**src/rtl/adc_rd_pkg.sv**
```systemverilog
package adc_rd_pkg;

    typedef enum logic [1:0] {
        ST_IDLE  = 2'd0,
        ST_SETUP = 2'd1,
        ST_SHIFT = 2'd2
    } rd_state_t;

endpackage

```
**src/rtl/adc_sclk_div.sv**
```systemverilog
module adc_sclk_div #(
    parameter int DIV = 4
) (
    input  logic clk,
    input  logic rst_n,
    input  logic run,
    output logic sclk,
    output logic rise,
    output logic fall
);

    localparam int CW = $clog2(DIV + 1) + 1;
    localparam logic [CW-1:0] LAST = CW'(DIV - 1);

    logic [CW-1:0] cnt;
    logic          sclk_q;
    logic          tick;

    assign tick = run && (cnt == LAST);
    assign rise = tick && !sclk_q;
    assign fall = tick && sclk_q;
    assign sclk = sclk_q;

    always_ff @(posedge clk) begin
        if (!rst_n || !run) begin
            cnt    <= '0;
            sclk_q <= 1'b0;
        end else if (tick) begin
            cnt    <= '0;
            sclk_q <= !sclk_q;
        end else begin
            cnt    <= cnt + CW'(1);
        end
    end


    phase_len_chk: assert property (@(posedge clk) disable iff (!rst_n)
        (run && $past(run) && $past(cnt) != LAST) |-> $stable(sclk_q));

endmodule

```
**src/rtl/adc_word_capture.sv**
```systemverilog
module adc_word_capture #(
    parameter int WORD_W    = 16,
    parameter int EW        = 7,
    parameter int NULL_EDGE = 6,
    parameter int LSB_EDGE  = 22,
    parameter int VER_LAST  = 37
) (
    input  logic              clk,
    input  logic              rst_n,
    input  logic              clear,
    input  logic              rise,
    input  logic [EW-1:0]     edge_no,
    input  logic              sdata,
    input  logic              verify,
    output logic [WORD_W-1:0] word,
    output logic              valid,
    output logic              err
);

    localparam int IW = $clog2(WORD_W);
    localparam logic [EW-1:0] E_NULL = EW'(NULL_EDGE);
    localparam logic [EW-1:0] E_MSB  = EW'(NULL_EDGE + 1);
    localparam logic [EW-1:0] E_LSB  = EW'(LSB_EDGE);
    localparam logic [EW-1:0] E_VLST = EW'(VER_LAST);

    logic [WORD_W-1:0] sh;
    logic              mm_acc;
    logic [EW-1:0]     vofs;
    logic              in_data;
    logic              in_ver;
    logic              miss;

    assign vofs    = edge_no - E_LSB;
    assign in_data = (edge_no >= E_MSB) && (edge_no <= E_LSB);
    assign in_ver  = verify && (edge_no > E_LSB) && (edge_no <= E_VLST);
    assign miss    = in_ver && (sdata != word[vofs[IW-1:0]]);

    always_ff @(posedge clk) begin
        if (!rst_n) begin
            sh     <= '0;
            word   <= '0;
            valid  <= 1'b0;
            err    <= 1'b0;
            mm_acc <= 1'b0;
        end else begin
            valid <= 1'b0;
            if (clear) begin
                err    <= 1'b0;
                mm_acc <= 1'b0;
            end else if (rise) begin
                if (edge_no == E_NULL && sdata) begin
                    err <= 1'b1;
                end
                if (in_data) begin
                    sh <= {sh[WORD_W-2:0], sdata};
                end
                if (edge_no == E_LSB) begin
                    word  <= {sh[WORD_W-2:0], sdata};
                    valid <= 1'b1;
                end
                if (miss) begin
                    mm_acc <= 1'b1;
                end
                if (in_ver && edge_no == E_VLST && (mm_acc || miss)) begin
                    err <= 1'b1;
                end
            end
        end
    end


    valid_pulse_chk: assert property (@(posedge clk) disable iff (!rst_n)
        valid |=> !valid);


    word_hold_chk: assert property (@(posedge clk) disable iff (!rst_n)
        !valid |-> $stable(word));

endmodule

```
**src/rtl/adc_frame_reader.sv**
```systemverilog
module adc_frame_reader
    import adc_rd_pkg::*;
#(
    parameter int DIV        = 4,
    parameter int WORD_W     = 16,
    parameter int SMPL_EDGES = 5,
    parameter int FRAME_LEN  = 24,
    parameter int VERIFY_LEN = 37
) (
    input  logic              clk,
    input  logic              rst_n,
    input  logic              start,
    input  logic              verify_en,
    input  logic              sdata,
    output logic              cs_n,
    output logic              sclk,
    output logic              word_valid,
    output logic [WORD_W-1:0] word,
    output logic              err
);

    localparam int NULL_EDGE = SMPL_EDGES + 1;
    localparam int LSB_EDGE  = NULL_EDGE + WORD_W;
    localparam int VER_LAST  = LSB_EDGE + WORD_W - 1;
    localparam int MAX_LEN   = (VERIFY_LEN > FRAME_LEN) ? VERIFY_LEN : FRAME_LEN;
    localparam int EW        = $clog2(MAX_LEN + 1) + 1;
    localparam logic [EW-1:0] LEN_N = EW'(FRAME_LEN);
    localparam logic [EW-1:0] LEN_V = EW'(VERIFY_LEN);

    rd_state_t     st, st_nxt;
    logic          vmode;
    logic [EW-1:0] edge_cnt;
    logic [EW-1:0] last_e;
    logic          accept;
    logic          run;
    logic          rise, fall;

    assign accept = (st == ST_IDLE) && start;
    assign last_e = vmode ? LEN_V : LEN_N;

    // next-state logic
    always_comb begin
        st_nxt = st;
        unique case (st)
            ST_IDLE:  if (start) st_nxt = ST_SETUP;
            ST_SETUP: st_nxt = ST_SHIFT;
            ST_SHIFT: if (fall && edge_cnt == last_e) st_nxt = ST_IDLE;
            default:  st_nxt = ST_IDLE;
        endcase
    end

    // state register
    always_ff @(posedge clk) begin
        if (!rst_n) st <= ST_IDLE;
        else        st <= st_nxt;
    end

    // frame bookkeeping latched at begin
    always_ff @(posedge clk) begin
        if (!rst_n) begin
            vmode    <= 1'b0;
            edge_cnt <= '0;
        end else if (accept) begin
            vmode    <= verify_en;
            edge_cnt <= '0;
        end else if (rise) begin
            edge_cnt <= edge_cnt + EW'(1);
        end
    end

    // outputs decoded from state
    always_comb begin
        cs_n = 1'b1;
        run  = 1'b0;
        unique case (st)
            ST_IDLE:  cs_n = 1'b1;
            ST_SETUP: cs_n = 1'b0;
            ST_SHIFT: begin cs_n = 1'b0; run = 1'b1; end
            default:  cs_n = 1'b1;
        endcase
    end

    adc_sclk_div #(.DIV(DIV)) u_div (
        .clk   (clk),
        .rst_n (rst_n),
        .run   (run),
        .sclk  (sclk),
        .rise  (rise),
        .fall  (fall)
    );

    adc_word_capture #(
        .WORD_W    (WORD_W),
        .EW        (EW),
        .NULL_EDGE (NULL_EDGE),
        .LSB_EDGE  (LSB_EDGE),
        .VER_LAST  (VER_LAST)
    ) u_cap (
        .clk     (clk),
        .rst_n   (rst_n),
        .clear   (accept),
        .rise    (rise),
        .edge_no (edge_cnt + EW'(1)),
        .sdata   (sdata),
        .verify  (vmode),
        .word    (word),
        .valid   (word_valid),
        .err     (err)
    );


    start_accept_chk: assert property (@(posedge clk) disable iff (!rst_n)
        (cs_n && start) |=> !cs_n);


    sclk_idle_chk: assert property (@(posedge clk) disable iff (!rst_n)
        cs_n |-> !sclk);


    frame_end_chk: assert property (@(posedge clk) disable iff (!rst_n)
        $rose(cs_n) |-> $past(sclk));


    err_sticky_chk: assert property (@(posedge clk) disable iff (!rst_n)
        (err && !(cs_n && start)) |=> err);


    mode_hold_chk: assert property (@(posedge clk) disable iff (!rst_n)
        !cs_n |=> $stable(vmode));

endmodule

```
**config.mk**
```make
export PLATFORM = sky130hd
export DESIGN_NAME = adc_frame_reader
export DESIGN_NICKNAME = d
export VERILOG_FILES = /design/src/rtl/adc_rd_pkg.sv /design/src/rtl/adc_sclk_div.sv /design/src/rtl/adc_word_capture.sv /design/src/rtl/adc_frame_reader.sv
export SDC_FILE = /design/constraint.sdc
export NUM_CORES = 1
export LEC_CHECK = 0
export ABC_CLOCK_PERIOD_IN_PS = 7260
export BUFFER_PORTS_ARGS = -buffer_cell sky130_fd_sc_hd__clkbuf_2
export CORE_ASPECT_RATIO = 1.5
export CORE_MARGIN = 2
export CORE_UTILIZATION = 63
export DETAILED_ROUTE_END_ITERATION = 16
export PLACE_DENSITY = 0.84
export SETUP_SLACK_MARGIN = 0.3
export SYNTH_ARGS = -nofsm -noshare
export SYNTH_HDL_FRONTEND = slang
export SYNTH_SLANG_ARGS = --single-unit
```
**constraint.sdc**
```tcl
create_clock -name clk -period 7.26 [get_ports clk]
set_clock_uncertainty 0.1 [all_clocks]
set_input_delay 0 -clock clk [delete_from_list [all_inputs] [get_ports clk]]
set_output_delay 0 -clock clk [all_outputs]
set_load 0.01 [all_outputs]
```
==> impl_metrics.ini, run 1 <==
[place]
placed_cell_area_um2 = 2580
port_buffers = 24
dp_hpwl_um = 3610
place_ws_ns = 3.85
gp_congestion = 1.01

[final_layout]
area_growth_pct = 8.18
nNetsFinal = 294
fill_cells = 265
diodes = 0
drive_above_1_share = 0.158
fin_area_um2 = 2710

[power]
ir_worst_vdd_uv = 226
powerDensity_nw_per_um2 = 180
power_leakage_uw = 0.00112

[timing]
min_period_ns = 3.53
setup_slack_ns = 3.73
final-hold-violation-count = 0
fin_crit_sh = 0.486
setup_tns_ns = 0
finalSetupViolations = 0
slew_headroom = 0.370
max_freq_ghz = 0.283
slew_violations = 0
tightest_slew_ns = 0.946
rsz0062_at_grt = false

[global_routing]
gr-usage-met1 = 0.266
grtUsageMet3 = 0.0478
grt_pass1_wl_um = 8780
use_met2 = 0.443
grt_most_used_layer = met2
grt_start_max_net_pins = 36
gr-total-overflow = 0
antenna_found_initial = 0
track_usage = 0.244
grt_pass1_vias = 1916

[setup_path]
r2r_cells = 7
worstPathArrival_ns = 3.61
cp-start-kind = flip-flop
critPathKind = flip-flop to flip-flop
reg2reg_to = u_cap.word[4]
path_depth = 7
crit_path_max_fanout = 17
reg2reg_from = edge_cnt[0]
critPathRequiredTime_ns = 7.34
cpPeakStageDelay_ns = 1.04
reg2reg_slack_ns = 3.73
crit_path_end_kind = flip-flop
slowest_stage = or4_1
crit_chain = ha_1 > nand3_1 > o21ai_1 > nand4_1 > or4_1 > mux2i_1 > nor2_1
crit_family = simple AND/OR/NAND/NOR gates
cp_num_buf_inv = 0

[logic_synthesis]
syn_area_um2 = 2510
synth.top_cells.by_area = dfxtp_1 39%, mux2i_1 14%, nor2_1 6.3%, ha_1 5.5%, mux4_2 3.6%
yosysSeqAreaShare = 0.391
synth_edf_count = 0
syn_inst = 256
syn-num-nets = 272
synth_cell_types = 49
ys_warn_count = 0
netlist.top_cell.by_area = dfxtp_1
synth_commonest_cells = 49 x dfxtp_1, 42 x nor2_1, 36 x mux2i_1
avgSynthCellArea_um2 = 9.80
synthArstFlopShare = 0
synth.most_common_cell = dfxtp_1
synth-seq-cells = 49
ys.flop_type = dfxtp_1
synthDominantCellAreaShare = 0.391

[drt]
antenna_left = 0
wl_um = 5150
route.detailed.drc = 0
drtIter0Drc = 58
vias = 1932
routedWlPerCell_um = 15.9
dr.pass1.iters = 4
via_per_inst = 5.96

[clock_network]
cts.htree.levels = 2
cts.sinks = 49
worst_skew_pair.late_latency_ns = 0.31
ctsResizeCount = 0
cts_tree = done
cts_setup_buffers = 0
clockBufferDepth = 2
clk_pin_slew_ns = 0.10
cts_buffers = 5
clockRootBuffer = clkbuf_8
ctsHoldBuffers = 4

[floorplanning]
io_pins = 25
die_w_um = 55.5
die_h_um = 81.3
die-area_um2 = 4510
core_area_um2 = 3890
rows = 28
start_util = 0.645

[hold_path]
hp-class = input port to flip-flop
hold_end = vmode
hold_depth = 4
hp-start = start

[outcome]
status = finished, final reports clean

[flow_run]
drv_cap = 0
[worst max path at each step]
stage,start,endpoint,slack (ns)
detailed placement,edge_cnt[0],u_cap.word[9],3.85
CTS,edge_cnt[0],u_cap.word[4],3.78
finish,edge_cnt[0],u_cap.word[4],3.73
global route,edge_cnt[0],u_cap.word[12],3.49
floorplan,edge_cnt[0],u_cap.sh[0],4.50
global placement,edge_cnt[0],u_cap.word[1],3.98
[layout make-up]
class / instances / area (um2) / share of cell area
inverters: 11 / 41.3 / 0.0152
repair buffers: 29 / 168 / 0.0618
multi-input cells: 182 / 1370 / 0.506
clock inverters: 3 / 26.3 / 0.00968
flip-flops and latches: 49 / 981 / 0.361
clock buffers: 5 / 68.8 / 0.0254
well taps: 45 / 56.3 / 0.0207
[metrics by stage]
step            util  total power [uW]  hold slack [ns]  cells
2_1_floorplan      -               315           0.0439    256
5_1_grt        0.698               510           0.0912    324
6_report       0.698               489           0.0371    324
3_5_place_dp   0.663               327            0.153    312
3_3_place_gp   0.663               326            0.153    312
4_1_cts        0.698               492           0.0321    324
[placed cells by master, fill, tap and decap left out, types with 3 or more instances in the layout]
| master | count |
|---|---|
| xnor2_1 | 8 |
| inv_1 | 10 |
| mux4_2 | 4 |
| ha_1 | 11 |
| nor3_1 | 3 |
| or3_1 | 4 |
| o21ai_0 | 4 |
| clkbuf_8 | 5 |
| mux2i_1 | 36 |
| a21oi_1 | 10 |
| xor2_1 | 5 |
| clkbuf_2 | 24 |
| nor2_1 | 42 |
| nand3_1 | 8 |
| nand2_1 | 11 |
| dfxtp_1 | 49 |
| nor3b_1 | 3 |
| dlygate4sd3_1 | 4 |
[registers in the layout (all words and copies together), names as in the netlist]
name	cells
vmode	1
edge_cnt	7
u_cap.mm_acc	1
st	2
u_div.cnt	4
u_cap.sh	15
u_div.sclk	1
u_cap.valid	1
u_cap.word	16
u_cap.err	1
[cell families (layout without fill, tap and decap cells)]
| family | Yosys count | after routing | share of synthesized area |
|---|---|---|---|
| and+or+nand+nor | 87 | 87 | 0.177 |
| AOI/OAI and AO/OA | 30 | 30 | 0.0858 |
| adders and majority gates | 11 | 11 | 0.0549 |
| DFF | 49 | 49 | 0.391 |
| xor gates and xnor gates | 13 | 13 | 0.0454 |
| muxes | 41 | 41 | 0.184 |
| buffers and inverters | 25 | 48 | 0.0618 |
[per-layer routing]
metal	up-vias	routed length, um
li1	936	-
met4	0	146
met1	924	2060
met5	-	0
met2	56	2730
met3	16	207
[where the power goes]
group          internal [uW]  switching, uW  total, uW
Combinational           18.4           27.2       45.6
Sequential               273           4.26        278
Clock                   70.3           95.6        166
Total                    362            127        489
[worst min-delay path, cell delays in order]
cell,delay [ns]
clkbuf_2,0.10
nand2_1,0.13
nand2_1,0.10
a21oi_1,0.06
(Power assumes the default switching activity.)
==> run 2: changes to the inputs <==
--- a/config.mk
+++ b/config.mk
@@ -5,13 +5,13 @@
 export SDC_FILE = /design/constraint.sdc
 export NUM_CORES = 1
 export LEC_CHECK = 0
-export ABC_CLOCK_PERIOD_IN_PS = 7260
+export ABC_CLOCK_PERIOD_IN_PS = 3700
 export BUFFER_PORTS_ARGS = -buffer_cell sky130_fd_sc_hd__clkbuf_2
 export CORE_ASPECT_RATIO = 1.5
 export CORE_MARGIN = 2
-export CORE_UTILIZATION = 63
+export CORE_UTILIZATION = 58
 export DETAILED_ROUTE_END_ITERATION = 16
-export PLACE_DENSITY = 0.84
+export PLACE_DENSITY = 0.79
 export SETUP_SLACK_MARGIN = 0.3
 export SYNTH_ARGS = -nofsm -noshare
 export SYNTH_HDL_FRONTEND = slang
==> constraint.sdc (replaced) <==
create_clock -name clk -period 3.7 [get_ports clk]
set_clock_uncertainty 0.1 [all_clocks]
set_input_delay 0 -clock clk [delete_from_list [all_inputs] [get_ports clk]]
set_output_delay 0 -clock clk [all_outputs]
set_load 0.01 [all_outputs]
==> impl_metrics.ini, run 2 (synthesis results as in run 1) <==
[final_layout]
largest_register = u_cap.word
layout_commonest_cell = dfxtp_1
regArea_um2 = 981
final_util = 0.646
top_regs = u_cap.word: 16 flops, u_cap.sh: 15 flops, edge_cnt: 7 flops
area_growth_pct = 8.33
largest_register_ffs = 16
fill_cells = 340
nNetsFinal = 295
diodes = 0
drive_above_1_share = 0.161
layout_common_cells = 49 x dfxtp_1, 42 x nor2_1, 36 x mux2i_1
multi_input_area_um2 = 1370

[clock_network]
cts.sinks = 49
worst_skew_pair.late_latency_ns = 0.30
clockBufferDepth = 2
clk_pin_slew_ns = 0.09
ctsResizeCount = 0
cts_tree = done
clockRootBuffer = clkbuf_8
cts.htree.levels = 2
cts_buffers = 5

[timing]
min_period_ns = 3.16
rsz0062_at_grt = false
final-hold-violation-count = 0
finalSetupViolations = 0
slew_headroom = 0.370
fin_crit_sh = 0.853
setup_slack_ns = 0.544
tightest_slew_ns = 0.945
max_freq_ghz = 0.317
setup_tns_ns = 0
slew_violations = 0

[global_routing]
grt_start_max_net_pins = 36
grt_pass1_vias = 1807
antenna_found_initial = 0
track_usage = 0.205
gr-total-overflow = 0
grt_pass1_wl_um = 7960

[power]
finalPower_uw = 956
power_leakage_uw = 0.00112
powerDensity_nw_per_um2 = 352
ir_worst_vdd_uv = 366

[floorplanning]
die_w_um = 57.7
rows = 29
io_pins = 25
core_area_um2 = 4210
start_util = 0.596
die_h_um = 84.5
die-area_um2 = 4880

[place]
place_ws_ns = 0.544
port_buffers = 24
dp_hpwl_um = 3460
gp_congestion = 0.884

[drt]
via_per_inst = 5.82
route.detailed.drc = 0
drtIter0Drc = 54
wl_um = 4790
vias = 1897
routedWlPerCell_um = 14.7
dr.pass1.iters = 4
antenna_left = 0

[setup_path]
startpoint = edge_cnt[1]
reg2reg_from = edge_cnt[1]
cp-start-kind = flip-flop
critPathRequiredTime_ns = 3.77
crit_path_end_kind = flip-flop
crit_path_max_fanout = 17
cpPeakStageDelay_ns = 1.02
slowest_stage = or4_1
worstPathArrival_ns = 3.22
crit_chain = ha_1 > nand3_1 > o21ai_1 > nand4_1 > or4_1 > mux2i_1 > nor2_1
critPathKind = flip-flop to flip-flop

[flow_run]
drv_cap = 0

[hold_path]
hp-class = input port to flip-flop
hp-start = start

[outcome]
status = finished, final reports clean
## run 2: changes by cell type in the layout (fill, tap and decap cells not counted), sizes merged
cell and delta:
clkinv -1, clkinvlp +1, buf +1
## run 2: path summary, 6_finish.rpt
kind	cells past startpoint	slack (ns)	endpoint
hold / removal	4	0.04	vmode
setup / recovery	7	0.54	u_cap.word[8]
hold reg to reg	1	0.38	u_div.cnt[0]
setup reg to reg	7	0.54	u_cap.word[8]
## run 2: worst max-delay path, delay by kind of cell, from the launching register on
kind,cells,cell delay (ns)
compound gates,1,0.18
simple gates,4,1.45
fa+ha+maj,1,0.43
mux,1,0.32
flops,1,0.54
## run 2: metal layers
layer  GRT usage  wire length [um]  vias to the layer above
met2       0.376              2510                       51
met3      0.0431               184                       10
met1       0.232              1990                      901
met4      0.0592                97                        0
li1            -                 -                      935
met5           0                 0                        -
## run 2: repair_timing
item,CTS,global route
setup buffers,0,0
hold buffers,4,0
endpoints found under the hold margin,9,0
## run 2: cell type report
class                           instances  area share
Sequential cell                        49       0.361
Clock inverter                          3     0.00783
Tap cell                               46      0.0212
Clock buffer                            5      0.0253
Multi-Input combinational cell        182       0.505
Inverter                               11      0.0152
Timing Repair Buffer                   30      0.0645
## run 2: per-stage QoR
step	area, um2	instances	hold WS (ns)
6_report	2720	326	0.0395
5_1_grt	2720	326	0.0490
4_1_cts	2720	326	0.0290
3_5_place_dp	2590	314	0.167
3_3_place_gp	2590	314	0.153
2_1_floorplan	2510	256	0.0439
## run 2: where the power goes
group,switching (uW),internal (uW),leakage [uW]
Combinational,54.9,36.9,0.000683
Clock,185,134,0.0000445
Sequential,8.29,536,0.000395
Total,248,708,0.00112
